File: src/rtl/hf_pkg.sv
package hf_pkg;
  localparam int BYTE_W     = 8;
  localparam int ADDR_BYTES = 6;
  localparam int ADDR_W     = BYTE_W * ADDR_BYTES;
  localparam int HASH_BITS  = 6;
  localparam int HASH_SIZE  = 1 << HASH_BITS;
  localparam int HALF_W     = HASH_SIZE / 2;
  localparam int STA_LO_W   = 32;
  localparam int STA_HI_W   = ADDR_W - STA_LO_W;
  localparam int SEL_W      = $clog2(ADDR_BYTES + 1);

  // strobes from the byte sequencer to the datapath
  typedef struct packed {
    logic             capture;
    logic             finalByte;
    logic [SEL_W-1:0] byteSel;
  } ctlStrobe_t;

  typedef struct packed {
    logic copyAll;
    logic noBcast;
    logic ucEn;
    logic mcEn;
  } filtMode_t;
endpackage

File: src/rtl/hf_ctrl.sv
module hf_ctrl
  import hf_pkg::*;
(
  input  logic       clk,
  input  logic       rstN,
  input  logic       byteValid,
  input  logic       frameStart,
  output ctlStrobe_t strobe
);
  localparam logic [SEL_W-1:0] LAST_SEL = SEL_W'(ADDR_BYTES - 1);
  localparam logic [SEL_W-1:0] DONE_SEL = SEL_W'(ADDR_BYTES);

  logic [SEL_W-1:0] cntQ;
  logic             inField;

  // cntQ holds the index of the next byte; DONE_SEL means the field is complete
  assign inField = (cntQ != DONE_SEL);

  always_comb begin
    strobe.byteSel   = frameStart ? '0 : cntQ;
    strobe.capture   = byteValid && (frameStart || inField);
    strobe.finalByte = strobe.capture && (strobe.byteSel == LAST_SEL);
  end

  always_ff @(posedge clk or negedge rstN) begin
    if (!rstN)
      cntQ <= DONE_SEL;
    else if (strobe.capture)
      cntQ <= strobe.byteSel + SEL_W'(1);
  end
endmodule

File: src/rtl/hf_hash_fold.sv
module hf_hash_fold
  import hf_pkg::*;
(
  input  logic [ADDR_W-1:0]    addr,
  output logic [HASH_BITS-1:0] index
);
  function automatic logic foldTap(input logic [ADDR_W-1:0] a, input int n);
    logic r;
    r = 1'b0;
    for (int k = n; k < ADDR_W; k += HASH_BITS)
      r ^= a[k];
    return r;
  endfunction

  for (genvar n = 0; n < HASH_BITS; n++) begin : g_tap
    assign index[n] = foldTap(addr, n);
  end
endmodule

File: src/rtl/hf_datapath.sv
module hf_datapath
  import hf_pkg::*;
(
  input  logic                 clk,
  input  logic                 rstN,
  input  ctlStrobe_t           strobe,
  input  logic [BYTE_W-1:0]    byteIn,
  input  filtMode_t            modeCfg,
  input  logic [HALF_W-1:0]    hashLo,
  input  logic [HALF_W-1:0]    hashHi,
  input  logic [STA_LO_W-1:0]  stationLo,
  input  logic [STA_HI_W-1:0]  stationHi,
  output logic                 decValidQ,
  output logic                 acceptQ,
  output logic [HASH_BITS-1:0] hashIdxQ,
  output logic                 hashHitQ,
  output logic                 exactHitQ,
  output logic                 bcastQ
);
  localparam int HELD = ADDR_BYTES - 1;

  logic [BYTE_W-1:0]    laneQ [HELD];
  logic [ADDR_W-1:0]    addrFull;
  logic [HASH_BITS-1:0] foldIdx;
  logic [HASH_SIZE-1:0] hashTable;
  logic                 tableBit, groupBit, isBcast, mcHit, ucHit;
  logic                 hashHit, exactHit, blocked, acceptNow;

  // earlier bytes are held in lanes; the last byte is used straight from the input
  for (genvar i = 0; i < HELD; i++) begin : g_lane
    always_ff @(posedge clk or negedge rstN) begin
      if (!rstN)
        laneQ[i] <= '0;
      else if (strobe.capture && strobe.byteSel == SEL_W'(i))
        laneQ[i] <= byteIn;
    end
    assign addrFull[i*BYTE_W +: BYTE_W] = laneQ[i];
  end
  assign addrFull[HELD*BYTE_W +: BYTE_W] = byteIn;

  hf_hash_fold u_fold (
    .addr  (addrFull),
    .index (foldIdx)
  );

  assign hashTable = {hashHi, hashLo};

  always_comb begin
    tableBit  = hashTable[foldIdx];
    groupBit  = addrFull[0];
    isBcast   = &addrFull;
    mcHit     = modeCfg.mcEn && groupBit && tableBit;
    ucHit     = modeCfg.ucEn && !groupBit && tableBit;
    hashHit   = mcHit || ucHit;
    exactHit  = (addrFull == {stationHi, stationLo});
    blocked   = isBcast && modeCfg.noBcast;
    acceptNow = modeCfg.copyAll || (!blocked && (exactHit || isBcast || hashHit));
  end

  always_ff @(posedge clk or negedge rstN) begin
    if (!rstN) begin
      decValidQ <= 1'b0;
      acceptQ   <= 1'b0;
      hashIdxQ  <= '0;
      hashHitQ  <= 1'b0;
      exactHitQ <= 1'b0;
      bcastQ    <= 1'b0;
    end else if (strobe.finalByte) begin
      decValidQ <= 1'b1;
      acceptQ   <= acceptNow;
      hashIdxQ  <= foldIdx;
      hashHitQ  <= hashHit;
      exactHitQ <= exactHit;
      bcastQ    <= isBcast;
    end else begin
      decValidQ <= 1'b0;
      acceptQ   <= 1'b0;
      hashIdxQ  <= '0;
      hashHitQ  <= 1'b0;
      exactHitQ <= 1'b0;
      bcastQ    <= 1'b0;
    end
  end
endmodule

File: src/rtl/addr_hash_filter.sv
module addr_hash_filter
  import hf_pkg::*;
(
  input  logic                 clk,
  input  logic                 rstN,
  input  logic                 byteValid,
  input  logic                 frameStart,
  input  logic [BYTE_W-1:0]    byteIn,
  input  logic                 copyAll,
  input  logic                 noBroadcast,
  input  logic                 ucHashEn,
  input  logic                 mcHashEn,
  input  logic [HALF_W-1:0]    hashLo,
  input  logic [HALF_W-1:0]    hashHi,
  input  logic [STA_LO_W-1:0]  stationLo,
  input  logic [STA_HI_W-1:0]  stationHi,
  output logic                 decisionValid,
  output logic                 accept,
  output logic [HASH_BITS-1:0] hashIndex,
  output logic                 hashHit,
  output logic                 exactHit,
  output logic                 broadcastSeen
);
  ctlStrobe_t strobe;
  filtMode_t  modeCfg;

  assign modeCfg.copyAll = copyAll;
  assign modeCfg.noBcast = noBroadcast;
  assign modeCfg.ucEn    = ucHashEn;
  assign modeCfg.mcEn    = mcHashEn;

  hf_ctrl u_ctrl (
    .clk        (clk),
    .rstN       (rstN),
    .byteValid  (byteValid),
    .frameStart (frameStart),
    .strobe     (strobe)
  );

  hf_datapath u_dp (
    .clk       (clk),
    .rstN      (rstN),
    .strobe    (strobe),
    .byteIn    (byteIn),
    .modeCfg   (modeCfg),
    .hashLo    (hashLo),
    .hashHi    (hashHi),
    .stationLo (stationLo),
    .stationHi (stationHi),
    .decValidQ (decisionValid),
    .acceptQ   (accept),
    .hashIdxQ  (hashIndex),
    .hashHitQ  (hashHit),
    .exactHitQ (exactHit),
    .bcastQ    (broadcastSeen)
  );
endmodule

File: config.mk
export PLATFORM = sky130hd
export DESIGN_NAME = addr_hash_filter
export DESIGN_NICKNAME = d
export VERILOG_FILES = /design/src/rtl/hf_pkg.sv /design/src/rtl/hf_ctrl.sv /design/src/rtl/hf_hash_fold.sv /design/src/rtl/hf_datapath.sv /design/src/rtl/addr_hash_filter.sv
export SDC_FILE = /design/constraint.sdc
export NUM_CORES = 1
export LEC_CHECK = 0
export BUFFER_PORTS_ARGS = -buffer_cell sky130_fd_sc_hd__buf_2
export CORE_AREA = 2 2 126 128
export DETAILED_ROUTE_END_ITERATION = 6
export DIE_AREA = 0 0 128 130
export SLEW_MARGIN = 5
export SYNTH_ARGS = -nofsm -noshare
export SYNTH_HDL_FRONTEND = slang
export SYNTH_SLANG_ARGS = --single-unit
File: constraint.sdc
create_clock -name clk -period 3.6 [get_ports clk]
set_input_delay 0.72 -clock clk [delete_from_list [all_inputs] [get_ports clk]]
set_output_delay 0.72 -clock clk [all_outputs]
set_load 0.01 [all_outputs]
# == Word-level counts from Yosys, hierarchy flattened ==
# Cells that the tools add are included.
# totals
wordCells,94
output_inout_bits,11
inputBits,128
regBits,54
# op_classes
order_cmp,1
n_mux,9
reduce_logical,22
n_addsub,1
n_eq_ne,7
n_bitwise,42
# ops
operator,n
$eq A48 B48 Y1,1
$reduce_and A48 Y1,1
$xor A1 B1 Y1,42
$logic_and A1 B1 Y1,13
$lt A6 B7 Y1 const B,1
$bmux W1 S6,1
$eq A3 B2 Y1 const B,2
$eq A3 B3 Y1 const B,2
$mux W1,6
$mux W6,1
$logic_or A1 B1 Y1,5
$add A3 B1 Y3 const B,1
$eq A3 B1 Y1 const B,1
$logic_not A3 Y1,1
$mux W3,1
$ne A3 B3 Y1 const B,1
$logic_not A1 Y1,2

# == Logic depth before layout (Yosys ltp) ==
# Gate-level depths: netlist of the first run.
# depth
ltp_word,15
mapped_depth,12
ltp_nobuf,10

# == By module ==
# A second synthesis of the first run with hierarchy kept.
# unflattened
cells_unflattened,310
area_unflattened_um2,3654.8
# by_module_without_submodules
mod,area_per_inst_um2,seq_area_each_um2,cells_each,n_inst
hf_datapath,3072.9,1276.2,243,1
hf_hash_fold,367.9,0.0,42,1
hf_ctrl,214.0,77.6,25,1

# == Least setup slack after synthesis of the first run ==
# No wires, ideal clock.
# synth_timing
kind,input-to-reg
start,input byteIn[2]
end,register u_dp.acceptQ
required_time_ns,3.504
setup_time_ns,0.096
setup_slack_ns,0.453
t_arrival_ns,3.051
stages,12
n_path_buf,3
cell_sequence,buf_6 > xnor2_1 > xnor2_1 > xnor2_2 > buf_4 > buf_2 > mux2i_1 > nand3b_1 > a21oi_1 > a311oi_1 > o311a_1 > a311oi_2
# synth_between
elab_chain_len,9
elab_cells_between_ends,15
classes_between,eq/ne: 1; mux: 3; bitwise: 1; reduce/logical: 10
# synth_lines
item,line,source
start: declaration,addr_hash_filter.sv:8,"input logic [BYTE_W-1:0] byteIn,"
$xor A1 B1 Y1,hf_hash_fold.sv:11,r ^= a[k];
$bmux W1 S6,hf_datapath.sv:49,tableBit = hashTable[foldIdx];
$mux W1 (implied by the code),hf_datapath.sv:49,
"$logic_and A1 B1 Y1, on equally long branches","hf_datapath.sv:52, hf_datapath.sv:53",
$logic_or A1 B1 Y1,hf_datapath.sv:54,hashHit = mcHit || ucHit;
$logic_or A1 B1 Y1,hf_datapath.sv:57,acceptNow = modeCfg.copyAll || (!blocked && (exactHit || isBcast || hashHit));
$logic_and A1 B1 Y1 *,hf_datapath.sv:57,
$logic_or A1 B1 Y1 *,hf_datapath.sv:57,
$mux W1 *,hf_datapath.sv:68,end else if (strobe.finalByte) begin
end signal: assignment,hf_datapath.sv:70,acceptQ <= acceptNow;
end: declaration,hf_datapath.sv:14,"output logic acceptQ,"
# Every way passes the cells marked *; elsewhere a longest branch is shown, timed or not. The select of a mux whose other input is x is not followed.
# A chain may end at the register's enable or synchronous reset.

# == Final worst setup path of the first run ==
# layout_timing
start,input byteIn[5]
end,register u_dp.acceptQ
# The elaborated chain is that of the path after synthesis.

==> run_summary.xml, run 1 <==
<?xml version="1.0" encoding="UTF-8"?>
<metrics>
  <group name="synthesis">
    <metric name="yosys_warnings" unit="">0</metric>
    <metric name="area_fraction_in_compound_gates_after_synthesis" unit="%">3.661</metric>
    <metric name="ys_seq_area_share" unit="%">36.01</metric>
    <metric name="async_reset_ff_share" unit="%">100.0</metric>
    <metric name="post_synthesis_xor_xnor_area_fraction" unit="%">21.66</metric>
    <metric name="synth.area.mux_share" unit="%">23.93</metric>
    <metric name="dominant_combinational_cell_family_by_area_after_synthesis" unit="">multiplexers</metric>
    <metric name="synth_cells" unit="">338</metric>
    <metric name="synth.cell_area" unit="mm^2">0.003760</metric>
    <metric name="synth_area_in_adders" unit="%">1.664</metric>
    <metric name="synth-edff-count" unit="">0</metric>
    <metric name="synth_flop_cell" unit="">sky130_fd_sc_hd__dfrtp_1</metric>
    <metric name="post_synth_and_or_nand_nor_area_fraction" unit="%">9.950</metric>
    <metric name="synth_area_per_cell" unit="um^2">11.12</metric>
    <metric name="synthesis.nets" unit="">471</metric>
    <metric name="synth_cell_types" unit="">42</metric>
    <metric name="synth-seq-cells" unit="">54</metric>
  </group>
  <group name="layout">
    <metric name="drive_above_1_share" unit="%">42.86</metric>
    <metric name="nets" unit="">608</metric>
    <metric name="antenna-diode-count" unit="">0</metric>
    <metric name="fillCellCount" unit="">1630</metric>
    <metric name="multiInputGateArea" unit="mm^2">0.002300</metric>
    <metric name="seqCellArea" unit="mm^2">0.001354</metric>
    <metric name="areaGrowthSynthToFinish" unit="%">28.92</metric>
  </group>
  <group name="sta">
    <metric name="final_hold_viol_count" unit="">0</metric>
    <metric name="post-route-period-util" unit="%">85.94</metric>
    <metric name="unrepaired_setup_endpoints_after_global_routing" unit="">no</metric>
    <metric name="worst_slew_margin_rel" unit="%">52.62</metric>
    <metric name="tightestPinTransition" unit="ps">710.8</metric>
    <metric name="timing.final.crit_period" unit="ps">3094</metric>
    <metric name="report.final.slew_viol_count" unit="">0</metric>
    <metric name="fin_tns_setup" unit="ps">0</metric>
    <metric name="fin_skew" unit="ps">4.634</metric>
    <metric name="max_freq" unit="MHz">323.2</metric>
    <metric name="final.setup.worst_slack" unit="ps">506.1</metric>
    <metric name="count_of_endpoints_failing_setup_in_the_final_report" unit="">0</metric>
  </group>
  <group name="worst_setup_path">
    <metric name="worst_setup_sp_type" unit="">input pin</metric>
    <metric name="critical_path_arrival" unit="ps">3240</metric>
    <metric name="r2r_end" unit="">u_dp.acceptQ</metric>
    <metric name="r2r_start" unit="">u_dp.addrFull[13]</metric>
    <metric name="worst_r2r_path_depth" unit="">10</metric>
    <metric name="r2r_slack" unit="ps">530</metric>
    <metric name="setup_crit_end_kind" unit="">flip-flop</metric>
    <metric name="cp-endpoint" unit="">u_dp.acceptQ</metric>
    <metric name="critPathLaunch" unit="">byteIn[5]</metric>
    <metric name="critPathMaxFanout" unit="">19</metric>
    <metric name="criticalPathCategory" unit="">in -&gt; reg</metric>
    <metric name="required" unit="ps">3750</metric>
  </group>
  <group name="placed_design">
    <metric name="dpl_hpwl" unit="mm">9.764</metric>
    <metric name="gp_congestion" unit="">0.8608</metric>
    <metric name="placement.setup.worst_slack" unit="ps">180.8</metric>
    <metric name="portBuffers" unit="">138</metric>
  </group>
  <group name="clocking">
    <metric name="postCtsResizedCells" unit="">0</metric>
    <metric name="postCtsSetupBuffers" unit="">0</metric>
    <metric name="clkTransAtPathRegs" unit="ps">80</metric>
    <metric name="worstSkewPairLatency" unit="ps">290</metric>
    <metric name="cts.hold.buffers_added" unit="">0</metric>
    <metric name="ctsLongestPathBuffers" unit="">2</metric>
    <metric name="cts_num_sinks" unit="">54</metric>
    <metric name="h_tree_depth" unit="">2</metric>
    <metric name="cts_tree" unit="">yes</metric>
    <metric name="cts_root_buf" unit="">sky130_fd_sc_hd__clkbuf_16</metric>
    <metric name="numCtsBuffers" unit="">5</metric>
  </group>
  <group name="route">
    <metric name="wirelength" unit="mm">11.96</metric>
    <metric name="drt_drc_violations_left" unit="">0</metric>
    <metric name="postRouteAntennaNets" unit="">0</metric>
    <metric name="vias" unit="">3097</metric>
    <metric name="mean_number_of_vias_per_cell" unit="">4.636</metric>
    <metric name="drtPass1Iterations" unit="">4</metric>
    <metric name="wl_per_cell" unit="um">17.90</metric>
    <metric name="drtIter0Drc" unit="">107</metric>
  </group>
  <group name="power">
    <metric name="power.density" unit="mW/mm^2">1338</metric>
    <metric name="power.leakage" unit="uW">0.002152</metric>
    <metric name="max-vdd-ir-drop" unit="uV">636.2</metric>
  </group>
  <group name="global_routing">
    <metric name="grt_overflow_total" unit="">0</metric>
    <metric name="pin_count_of_the_biggest_net_entering_global_routing" unit="">29</metric>
    <metric name="grt_first_pass_wirelength" unit="mm">17.75</metric>
    <metric name="gr-usage-all-layers" unit="%">14.15</metric>
    <metric name="first_global_vias" unit="">3224</metric>
    <metric name="antenna_found_initial" unit="">0</metric>
  </group>
  <group name="floorplanning">
    <metric name="placementRows" unit="">46</metric>
    <metric name="coreArea" unit="mm^2">0.01542</metric>
    <metric name="die_h" unit="um">130</metric>
    <metric name="initial_utilization" unit="%">24.38</metric>
    <metric name="dieWidth" unit="um">128</metric>
    <metric name="design.die.area" unit="mm^2">0.01664</metric>
    <metric name="io_pins" unit="">139</metric>
  </group>
  <group name="job">
    <metric name="number_of_maximum_capacitance_violations" unit="">0</metric>
  </group>
  <group name="worst_hold_path">
    <metric name="min-delay-path-class" unit="">in -&gt; async</metric>
  </group>
  <group name="outcome">
    <metric name="run_status" unit="">completed</metric>
  </group>
</metrics>
## Yosys cell counts, types with 4 or more instances
master / count / area share (%)
sky130_fd_sc_hd__xnor2_1: 86 / 20
sky130_fd_sc_hd__buf_2: 7 / 0.93
sky130_fd_sc_hd__o21ai_0: 4 / 0.53
sky130_fd_sc_hd__nand2_1: 9 / 0.90
sky130_fd_sc_hd__inv_1: 8 / 0.80
sky130_fd_sc_hd__ha_1: 5 / 1.7
sky130_fd_sc_hd__nand3_1: 7 / 0.93
sky130_fd_sc_hd__clkbuf_1: 6 / 0.60
sky130_fd_sc_hd__nand4_1: 26 / 4.3
sky130_fd_sc_hd__nor4_1: 7 / 1.2
sky130_fd_sc_hd__mux2_2: 42 / 13
sky130_fd_sc_hd__nor2_1: 11 / 1.1
sky130_fd_sc_hd__mux2i_1: 28 / 7.5
sky130_fd_sc_hd__dfrtp_1: 52 / 35
## layout by cell type (no fill, tap or decap), drive strengths merged, types with 2 or more instances in the layout
cell type / count
nor2b: 2
clkbuf: 5
dfrtp: 52
xor2: 2
nand3: 7
o21ai: 4
mux2i: 28
a311oi: 3
ha: 5
nor2: 11
mux2: 44
nand2: 9
nor4: 7
nand2b: 2
inv: 10
nand4: 26
xnor2: 88
mux4: 5
dfstp: 2
o211ai: 3
buf: 146
## kinds of logic after synthesis
kind of cell             count (synthesis)
XOR/XNOR                                90
multiplexers                            77
AND/OR/NAND/NOR                         69
flip-flops                              54
buffers and inverters                   25
AO/OA/AOI/OAI                           18
adder cells (fa/ha/maj)                  5
## cell type report
cell class | count | share of cell area [%]
Clock inverter | 3 | 0.9035
Clock buffer | 5 | 2.581
Tap cell | 192 | 4.956
Timing Repair Buffer | 146 | 15.49
Sequential cell | 54 | 27.93
Multi-Input combinational cell | 259 | 47.44
Inverter | 9 | 0.6970
## layer usage
layer	routed length, um	GRT usage [%]
met3	771	2.419
met5	0	0
met1	5426	18.60
met4	38	1.939
met2	5722	25.10
## sequential cells by signal, indices dropped and copies added, names as in the netlist
signal / count
u_dp.hashIdxQ: 6
u_dp.decValidQ: 1
u_dp.acceptQ: 1
u_dp.addrFull: 40
u_dp.bcastQ: 1
u_dp.exactHitQ: 1
u_dp.hashHitQ: 1
u_ctrl.cntQ: 3
## how the worst min path moves through the flow
stage,start,endpoint,slack (ps),cells past startpoint
2_1_floorplan,rstN,u_ctrl.cntQ[0],420,0
3_3_place_gp,u_ctrl.cntQ[2],u_ctrl.cntQ[2],510,2
3_5_place_dp,u_ctrl.cntQ[2],u_ctrl.cntQ[2],520,2
4_1_cts,rstN,u_dp.addrFull[38],470,1
5_1_grt,rstN,u_dp.addrFull[38],500,1
6_report,rstN,u_dp.addrFull[38],450,1
## power by group
part	total (uW)	switching, uW	internal (uW)	leakage (uW)
combinational	4760	2390	2370	0.00140
sequential	1160	334	827	0.000668
clock	562	232	330	0.0000842
## metrics by stage
stage	hold slack [ps]	area, um^2	utilization, %	instances	power (uW)
3_3_place_gp	510.5	4678	30.33	660	5795
6_report	447.8	4847	31.42	668	6486
2_1_floorplan	424.4	3760	-	338	4837
5_1_grt	497.4	4847	31.42	668	6992
3_5_place_dp	523.0	4678	30.33	660	5944
4_1_cts	466.8	4847	31.42	668	6528
## worst max-delay path, cell delays in order
cell	delay, ps
sky130_fd_sc_hd__buf_2	190
sky130_fd_sc_hd__xor2_1	190
sky130_fd_sc_hd__xnor2_1	170
sky130_fd_sc_hd__xnor2_4	630
sky130_fd_sc_hd__mux2_1	390
sky130_fd_sc_hd__o21ai_0	170
sky130_fd_sc_hd__o21ai_0	110
sky130_fd_sc_hd__a311oi_1	370
sky130_fd_sc_hd__o311a_1	240
sky130_fd_sc_hd__a311oi_2	50
Power figures use the tool's default switching activity.
==> run 2, diff against run 1 <==
--- a/config.mk
+++ b/config.mk
@@ -9,6 +9,7 @@
 export CORE_AREA = 2 2 126 128
 export DETAILED_ROUTE_END_ITERATION = 6
 export DIE_AREA = 0 0 128 130
+export RECOVER_POWER = 50
 export SLEW_MARGIN = 5
 export SYNTH_ARGS = -nofsm -noshare
 export SYNTH_HDL_FRONTEND = slang
==> run 2 against run 1 <==
The run now ends with capacitance limit, slew limit left; final cell count rose by 0.15%; sequential cell count unchanged; critical path type unchanged; largest cell class unchanged; utilization about the same; cell area decreased by 0.13%; global-route usage stayed put.
==> run_summary.xml, run 2 (synthesized netlist as in run 1, its figures left out) <==
<?xml version="1.0" encoding="UTF-8"?>
<metrics>
  <group name="outcome">
    <metric name="run_status" unit="">complete, but fails checks</metric>
    <metric name="failing_checks" unit="">capacitance limit, slew limit</metric>
  </group>
  <group name="route">
    <metric name="mean_number_of_vias_per_cell" unit="">4.643</metric>
    <metric name="vias" unit="">3106</metric>
    <metric name="postRouteAntennaNets" unit="">0</metric>
    <metric name="drtPass1Iterations" unit="">4</metric>
    <metric name="drtIter0Drc" unit="">85</metric>
    <metric name="wirelength" unit="mm">11.92</metric>
    <metric name="wl_per_cell" unit="um">17.81</metric>
    <metric name="drt_drc_violations_left" unit="">0</metric>
  </group>
  <group name="power">
    <metric name="combinational_group_share_of_total_power" unit="%">73.4</metric>
    <metric name="pwr-share-seq" unit="%">17.9</metric>
    <metric name="max-vdd-ir-drop" unit="uV">634.0</metric>
    <metric name="p_int" unit="uW">3525</metric>
    <metric name="power.leakage" unit="uW">0.002133</metric>
    <metric name="p_clk_share" unit="%">8.7</metric>
    <metric name="power.density" unit="mW/mm^2">1336</metric>
    <metric name="switching_share" unit="%">45.48</metric>
    <metric name="p_sw" unit="uW">2940</metric>
  </group>
  <group name="global_routing">
    <metric name="pin_count_of_the_biggest_net_entering_global_routing" unit="">29</metric>
    <metric name="grt_first_pass_wirelength" unit="mm">17.75</metric>
    <metric name="first_global_vias" unit="">3224</metric>
    <metric name="gr-usage-all-layers" unit="%">14.15</metric>
    <metric name="grt_overflow_total" unit="">0</metric>
    <metric name="antenna_found_initial" unit="">0</metric>
  </group>
  <group name="layout">
    <metric name="nets" unit="">608</metric>
    <metric name="fillCellCount" unit="">1632</metric>
    <metric name="areaGrowthSynthToFinish" unit="%">28.75</metric>
    <metric name="final_common_cell" unit="">sky130_fd_sc_hd__buf_2</metric>
    <metric name="largest_register_ff_count" unit="">40</metric>
    <metric name="drive_above_1_share" unit="%">41.81</metric>
    <metric name="mostFrequentLayoutCells" unit="">sky130_fd_sc_hd__buf_2 (133), sky130_fd_sc_hd__xnor2_1 (86), sky130_fd_sc_hd__dfrtp_1 (52)</metric>
  </group>
  <group name="floorplanning">
    <metric name="dieWidth" unit="um">128</metric>
    <metric name="die_h" unit="um">130</metric>
    <metric name="design.die.area" unit="mm^2">0.01664</metric>
    <metric name="io_pins" unit="">139</metric>
    <metric name="placementRows" unit="">46</metric>
    <metric name="initial_utilization" unit="%">24.38</metric>
    <metric name="coreArea" unit="mm^2">0.01542</metric>
  </group>
  <group name="worst_setup_path">
    <metric name="worstPathCellList" unit="">buf_2 &gt; xor2_1 &gt; xnor2_1 &gt; xnor2_4 &gt; mux2_1 &gt; o21ai_0 &gt; o21ai_0 &gt; a311oi_1 &gt; o311a_1 &gt; a311oi_2</metric>
    <metric name="worst_setup_sp_type" unit="">input pin</metric>
    <metric name="critPathMaxFanout" unit="">19</metric>
    <metric name="critical_path.max_stage_delay" unit="ps">630</metric>
    <metric name="critPathLaunch" unit="">byteIn[5]</metric>
    <metric name="critical-path-top-cell-by-count" unit="">sky130_fd_sc_hd__o21ai_0</metric>
    <metric name="slowest_stage" unit="">sky130_fd_sc_hd__xnor2_4</metric>
    <metric name="setup_crit_end_kind" unit="">flip-flop</metric>
    <metric name="r2r_start" unit="">u_dp.addrFull[13]</metric>
    <metric name="required" unit="ps">3750</metric>
    <metric name="criticalPathCategory" unit="">in -&gt; reg</metric>
    <metric name="critical_path_arrival" unit="ps">3250</metric>
  </group>
  <group name="sta">
    <metric name="fin_skew" unit="ps">6.069</metric>
    <metric name="post-route-period-util" unit="%">86.02</metric>
    <metric name="max_freq" unit="MHz">322.9</metric>
    <metric name="final.setup.worst_slack" unit="ps">503.4</metric>
    <metric name="report.final.slew_viol_count" unit="">28</metric>
    <metric name="count_of_endpoints_failing_setup_in_the_final_report" unit="">0</metric>
    <metric name="tightestPinTransition" unit="ps">1564</metric>
    <metric name="final_hold_viol_count" unit="">0</metric>
    <metric name="fin_tns_setup" unit="ps">0</metric>
    <metric name="unrepaired_setup_endpoints_after_global_routing" unit="">no</metric>
    <metric name="worst_slew_margin_rel" unit="%">-4.275</metric>
    <metric name="timing.final.crit_period" unit="ps">3097</metric>
  </group>
  <group name="placed_design">
    <metric name="portBuffers" unit="">138</metric>
    <metric name="placement.setup.worst_slack" unit="ps">180.8</metric>
    <metric name="gp_congestion" unit="">0.8608</metric>
    <metric name="dpl_hpwl" unit="mm">9.764</metric>
  </group>
  <group name="worst_hold_path">
    <metric name="min-delay-path-class" unit="">reg -&gt; reg</metric>
    <metric name="hold_path_startpoint" unit="">u_ctrl.cntQ[2]</metric>
  </group>
  <group name="clocking">
    <metric name="postCtsResizedCells" unit="">0</metric>
    <metric name="cts_root_buf" unit="">sky130_fd_sc_hd__clkbuf_16</metric>
    <metric name="cts_num_sinks" unit="">54</metric>
    <metric name="worstSkewPairLatency" unit="ps">290</metric>
    <metric name="postCtsSetupBuffers" unit="">0</metric>
    <metric name="numCtsBuffers" unit="">5</metric>
    <metric name="clkTransAtPathRegs" unit="ps">70</metric>
    <metric name="cts_tree" unit="">yes</metric>
    <metric name="h_tree_depth" unit="">2</metric>
    <metric name="ctsLongestPathBuffers" unit="">2</metric>
    <metric name="cts.hold.buffers_added" unit="">0</metric>
  </group>
  <group name="job">
    <metric name="number_of_maximum_capacitance_violations" unit="">1</metric>
  </group>
</metrics>
==> run 2: changes by cell type in the layout (fill, tap and decap cells not counted), sizes merged <==
| cell | change |
|---|---|
| diode | +1 |
| buf | -6 |
| clkbuf | +6 |
==> run 2: worst paths after layout <==
check	endpoint	slack [ps]	cells past startpoint
worst min-delay path	u_ctrl.cntQ[2]	530	2
worst max-delay path	u_dp.acceptQ	500	10
worst max register to register	u_dp.acceptQ	540	10
worst min register to register	u_ctrl.cntQ[2]	530	2
min in group asynchronous	u_dp.addrFull[38]	800	1
max in group asynchronous	u_dp.acceptQ	1330	2
==> run 2: critical path, delay by kind of cell <==
family                    cells  cell delay [ps]
muxes                         1              390
buffers and inverters         1              190
AOI/OAI and AO/OA             5              940
xor gates and xnor gates      3              990
==> run 2: area by class of cell <==
class	instances	area, um^2	share of cell area (%)
flip-flops and latches	54	1354	27.97
clock inverters	3	43.79	0.9046
well taps	192	240.2	4.963
diodes	1	2.502	0.05169
inverters	9	33.78	0.6979
repair buffers	146	742.0	15.33
clock buffers	5	125.1	2.585
multi-input cells	259	2300	47.51
==> run 2: power groups by stage <==
stage | logic, uW | clock network (uW) | registers, uW
floorplan | 3780 | 0 | 1060
global placement | 4640 | 0 | 1150
detailed placement | 4770 | 0 | 1170
CTS | 4790 | 576 | 1160
global route | 5200 | 598 | 1200
finish | 4750 | 560 | 1160
==> run 2: metrics by stage <==
step,hold WS (ps),area (um^2),power (uW),instances,util (%)
floorplan,424.4,3760,4837,338,-
global placement,510.5,4678,5795,660,30.33
finish,527.5,4841,6465,669,31.38
detailed placement,523.0,4678,5944,660,30.33
global route,569.6,4838,6991,668,31.37
CTS,466.8,4847,6528,668,31.42
==> run 2: layer usage <==
layer	track usage (%)	up-vias	share of wire, %
met5	0	-	0
met2	25.10	133	48
li1	-	1487	-
met3	2.419	2	7.9
met4	1.939	0	0.29
met1	18.60	1484	44
==> run 3, diff against run 2 <==
--- a/config.mk
+++ b/config.mk
@@ -9,7 +9,9 @@
 export CORE_AREA = 2 2 126 128
 export DETAILED_ROUTE_END_ITERATION = 6
 export DIE_AREA = 0 0 128 130
-export RECOVER_POWER = 50
+export RECOVER_POWER = 25
+export SETUP_SLACK_MARGIN = 0.1
+export SKIP_LAST_GASP = 1
 export SLEW_MARGIN = 5
 export SYNTH_ARGS = -nofsm -noshare
 export SYNTH_HDL_FRONTEND = slang
==> run 3 against run 2 <==
The run still ends with capacitance limit, slew limit left; first-iteration DRC count shrank 5.9%; setup slack lost 1.2 ps; final cell count stayed put; clock power about the same; die area did not move; sequential share of layout area is essentially flat; fmax is essentially flat; critical path type unchanged; largest cell class unchanged; largest power group unchanged; highest routed layer unchanged.
==> run_summary.xml, run 3 (synthesized netlist as in run 1, its figures left out) <==
<?xml version="1.0" encoding="UTF-8"?>
<metrics>
  <group name="outcome">
    <metric name="run_status" unit="">complete, but fails checks</metric>
    <metric name="failing_checks" unit="">capacitance limit, slew limit</metric>
  </group>
  <group name="worst_setup_path">
    <metric name="worst_setup_sp_type" unit="">input pin</metric>
    <metric name="criticalPathCategory" unit="">in -&gt; reg</metric>
    <metric name="setup_crit_end_kind" unit="">flip-flop</metric>
    <metric name="critPathMaxFanout" unit="">19</metric>
    <metric name="critical_path_arrival" unit="ps">3250</metric>
    <metric name="required" unit="ps">3750</metric>
  </group>
  <group name="sta">
    <metric name="timing.final.crit_period" unit="ps">3098</metric>
    <metric name="fin_tns_setup" unit="ps">0</metric>
    <metric name="final_hold_viol_count" unit="">0</metric>
    <metric name="fin_skew" unit="ps">5.547</metric>
    <metric name="tightestPinTransition" unit="ps">1552</metric>
    <metric name="report.final.slew_viol_count" unit="">28</metric>
    <metric name="count_of_endpoints_failing_setup_in_the_final_report" unit="">0</metric>
    <metric name="max_freq" unit="MHz">322.8</metric>
    <metric name="unrepaired_setup_endpoints_after_global_routing" unit="">no</metric>
    <metric name="post-route-period-util" unit="%">86.05</metric>
    <metric name="final.setup.worst_slack" unit="ps">502.3</metric>
    <metric name="worst_slew_margin_rel" unit="%">-3.451</metric>
  </group>
  <group name="floorplanning">
    <metric name="coreArea" unit="mm^2">0.01542</metric>
    <metric name="placementRows" unit="">46</metric>
    <metric name="io_pins" unit="">139</metric>
    <metric name="dieWidth" unit="um">128</metric>
    <metric name="design.die.area" unit="mm^2">0.01664</metric>
    <metric name="die_h" unit="um">130</metric>
    <metric name="initial_utilization" unit="%">24.38</metric>
  </group>
  <group name="placed_design">
    <metric name="dpl_hpwl" unit="mm">9.764</metric>
    <metric name="place.detailed.instances" unit="">660</metric>
    <metric name="gp_congestion" unit="">0.8608</metric>
    <metric name="portBuffers" unit="">138</metric>
    <metric name="placement.setup.worst_slack" unit="ps">180.8</metric>
  </group>
  <group name="clocking">
    <metric name="cts.hold.buffers_added" unit="">0</metric>
    <metric name="postCtsResizedCells" unit="">0</metric>
    <metric name="h_tree_depth" unit="">2</metric>
    <metric name="cts_tree" unit="">yes</metric>
    <metric name="cts_root_buf" unit="">sky130_fd_sc_hd__clkbuf_16</metric>
    <metric name="numCtsBuffers" unit="">5</metric>
    <metric name="ctsLongestPathBuffers" unit="">2</metric>
    <metric name="postCtsSetupBuffers" unit="">0</metric>
    <metric name="cts_num_sinks" unit="">54</metric>
    <metric name="clkTransAtPathRegs" unit="ps">70</metric>
    <metric name="worstSkewPairLatency" unit="ps">290</metric>
  </group>
  <group name="layout">
    <metric name="mostFrequentLayoutCells" unit="">sky130_fd_sc_hd__buf_2 (136), sky130_fd_sc_hd__xnor2_1 (86), sky130_fd_sc_hd__dfrtp_1 (52)</metric>
    <metric name="drive_above_1_share" unit="%">42.44</metric>
    <metric name="largest_register_ff_count" unit="">40</metric>
    <metric name="fillCellCount" unit="">1630</metric>
    <metric name="nets" unit="">608</metric>
    <metric name="areaGrowthSynthToFinish" unit="%">28.85</metric>
    <metric name="final-instance-count-excl-fill" unit="">669</metric>
    <metric name="utilization" unit="%">31.41</metric>
    <metric name="final_common_cell" unit="">sky130_fd_sc_hd__buf_2</metric>
  </group>
  <group name="global_routing">
    <metric name="first_global_vias" unit="">3224</metric>
    <metric name="pin_count_of_the_biggest_net_entering_global_routing" unit="">29</metric>
    <metric name="grt_overflow_total" unit="">0</metric>
    <metric name="antenna_found_initial" unit="">0</metric>
    <metric name="gr-usage-all-layers" unit="%">14.15</metric>
    <metric name="grt_first_pass_wirelength" unit="mm">17.75</metric>
  </group>
  <group name="route">
    <metric name="drtPass1Iterations" unit="">4</metric>
    <metric name="wirelength" unit="mm">11.94</metric>
    <metric name="postRouteAntennaNets" unit="">0</metric>
    <metric name="mean_number_of_vias_per_cell" unit="">4.650</metric>
    <metric name="vias" unit="">3111</metric>
    <metric name="drt_drc_violations_left" unit="">0</metric>
    <metric name="drtIter0Drc" unit="">80</metric>
    <metric name="wl_per_cell" unit="um">17.85</metric>
  </group>
  <group name="power">
    <metric name="power.density" unit="mW/mm^2">1335</metric>
    <metric name="report.power.total" unit="uW">6470</metric>
    <metric name="max-vdd-ir-drop" unit="uV">631.7</metric>
    <metric name="power.leakage" unit="uW">0.002146</metric>
  </group>
  <group name="job">
    <metric name="number_of_maximum_capacitance_violations" unit="">1</metric>
  </group>
  <group name="worst_hold_path">
    <metric name="min-delay-path-class" unit="">reg -&gt; reg</metric>
  </group>
</metrics>
[run 3: changes by cell type in the layout (fill, tap and decap cells not counted)]
cell                       previous run  this run
sky130_fd_sc_hd__buf_2              133       136
sky130_fd_sc_hd__clkbuf_1             5         2
[run 3: cell type report]
type	instances	area [um^2]	share of cell area, %
clock inverters	3	43.79	0.9039
inverters	9	33.78	0.6973
diodes	1	2.502	0.05165
multi-input cells	259	2300	47.47
repair buffers	146	745.7	15.39
well taps	192	240.2	4.959
flip-flops and latches	54	1354	27.94
clock buffers	5	125.1	2.583
[run 3: critical path: stages]
cell and delay (ps):
sky130_fd_sc_hd__buf_2 190, sky130_fd_sc_hd__xor2_1 190, sky130_fd_sc_hd__xnor2_1 170, sky130_fd_sc_hd__xnor2_4 630, sky130_fd_sc_hd__mux2_1 390, sky130_fd_sc_hd__o21ai_0 170
sky130_fd_sc_hd__o21ai_0 110, sky130_fd_sc_hd__a311oi_1 370, sky130_fd_sc_hd__o311a_1 240, sky130_fd_sc_hd__a311oi_2 50
[run 3: worst paths after layout]
check | start | end | slack [ps] | cells past startpoint
worst max-delay path | byteIn[5] | u_dp.acceptQ | 500 | 10
worst min-delay path | u_ctrl.cntQ[2] | u_ctrl.cntQ[2] | 530 | 2
worst max register to register | u_dp.addrFull[13] | u_dp.acceptQ | 540 | 10
worst min register to register | u_ctrl.cntQ[2] | u_ctrl.cntQ[2] | 530 | 2
max in group asynchronous | rstN | u_dp.acceptQ | 1330 | 2
min in group asynchronous | rstN | u_dp.addrFull[38] | 800 | 1
[run 3: report_power, final]
part | internal (uW) | leakage, uW | switching (uW)
sequential | 827 | 0.000668 | 331
combinational | 2370 | 0.00139 | 2380
clock | 330 | 0.0000842 | 230
total | 3530 | 0.00215 | 2940
[run 3: routing by layer]
metal	part of all wire, %	vias to the layer above	GRT usage (%)	wire length, um
li1	-	1485	-	-
met1	44	1492	18.60	5239
met2	48	132	25.10	5737
met3	7.8	2	2.419	930
met4	0.28	0	1.939	34
met5	0	-	0	0
[run 3: per-stage QoR]
step / hold slack (ps) / instance area, um^2
after detailed placement: 523.0 / 4678
final: 527.5 / 4845
after CTS: 466.8 / 4847
after global placement: 510.5 / 4678
after floorplan: 424.4 / 3760
after global routing: 569.6 / 4842
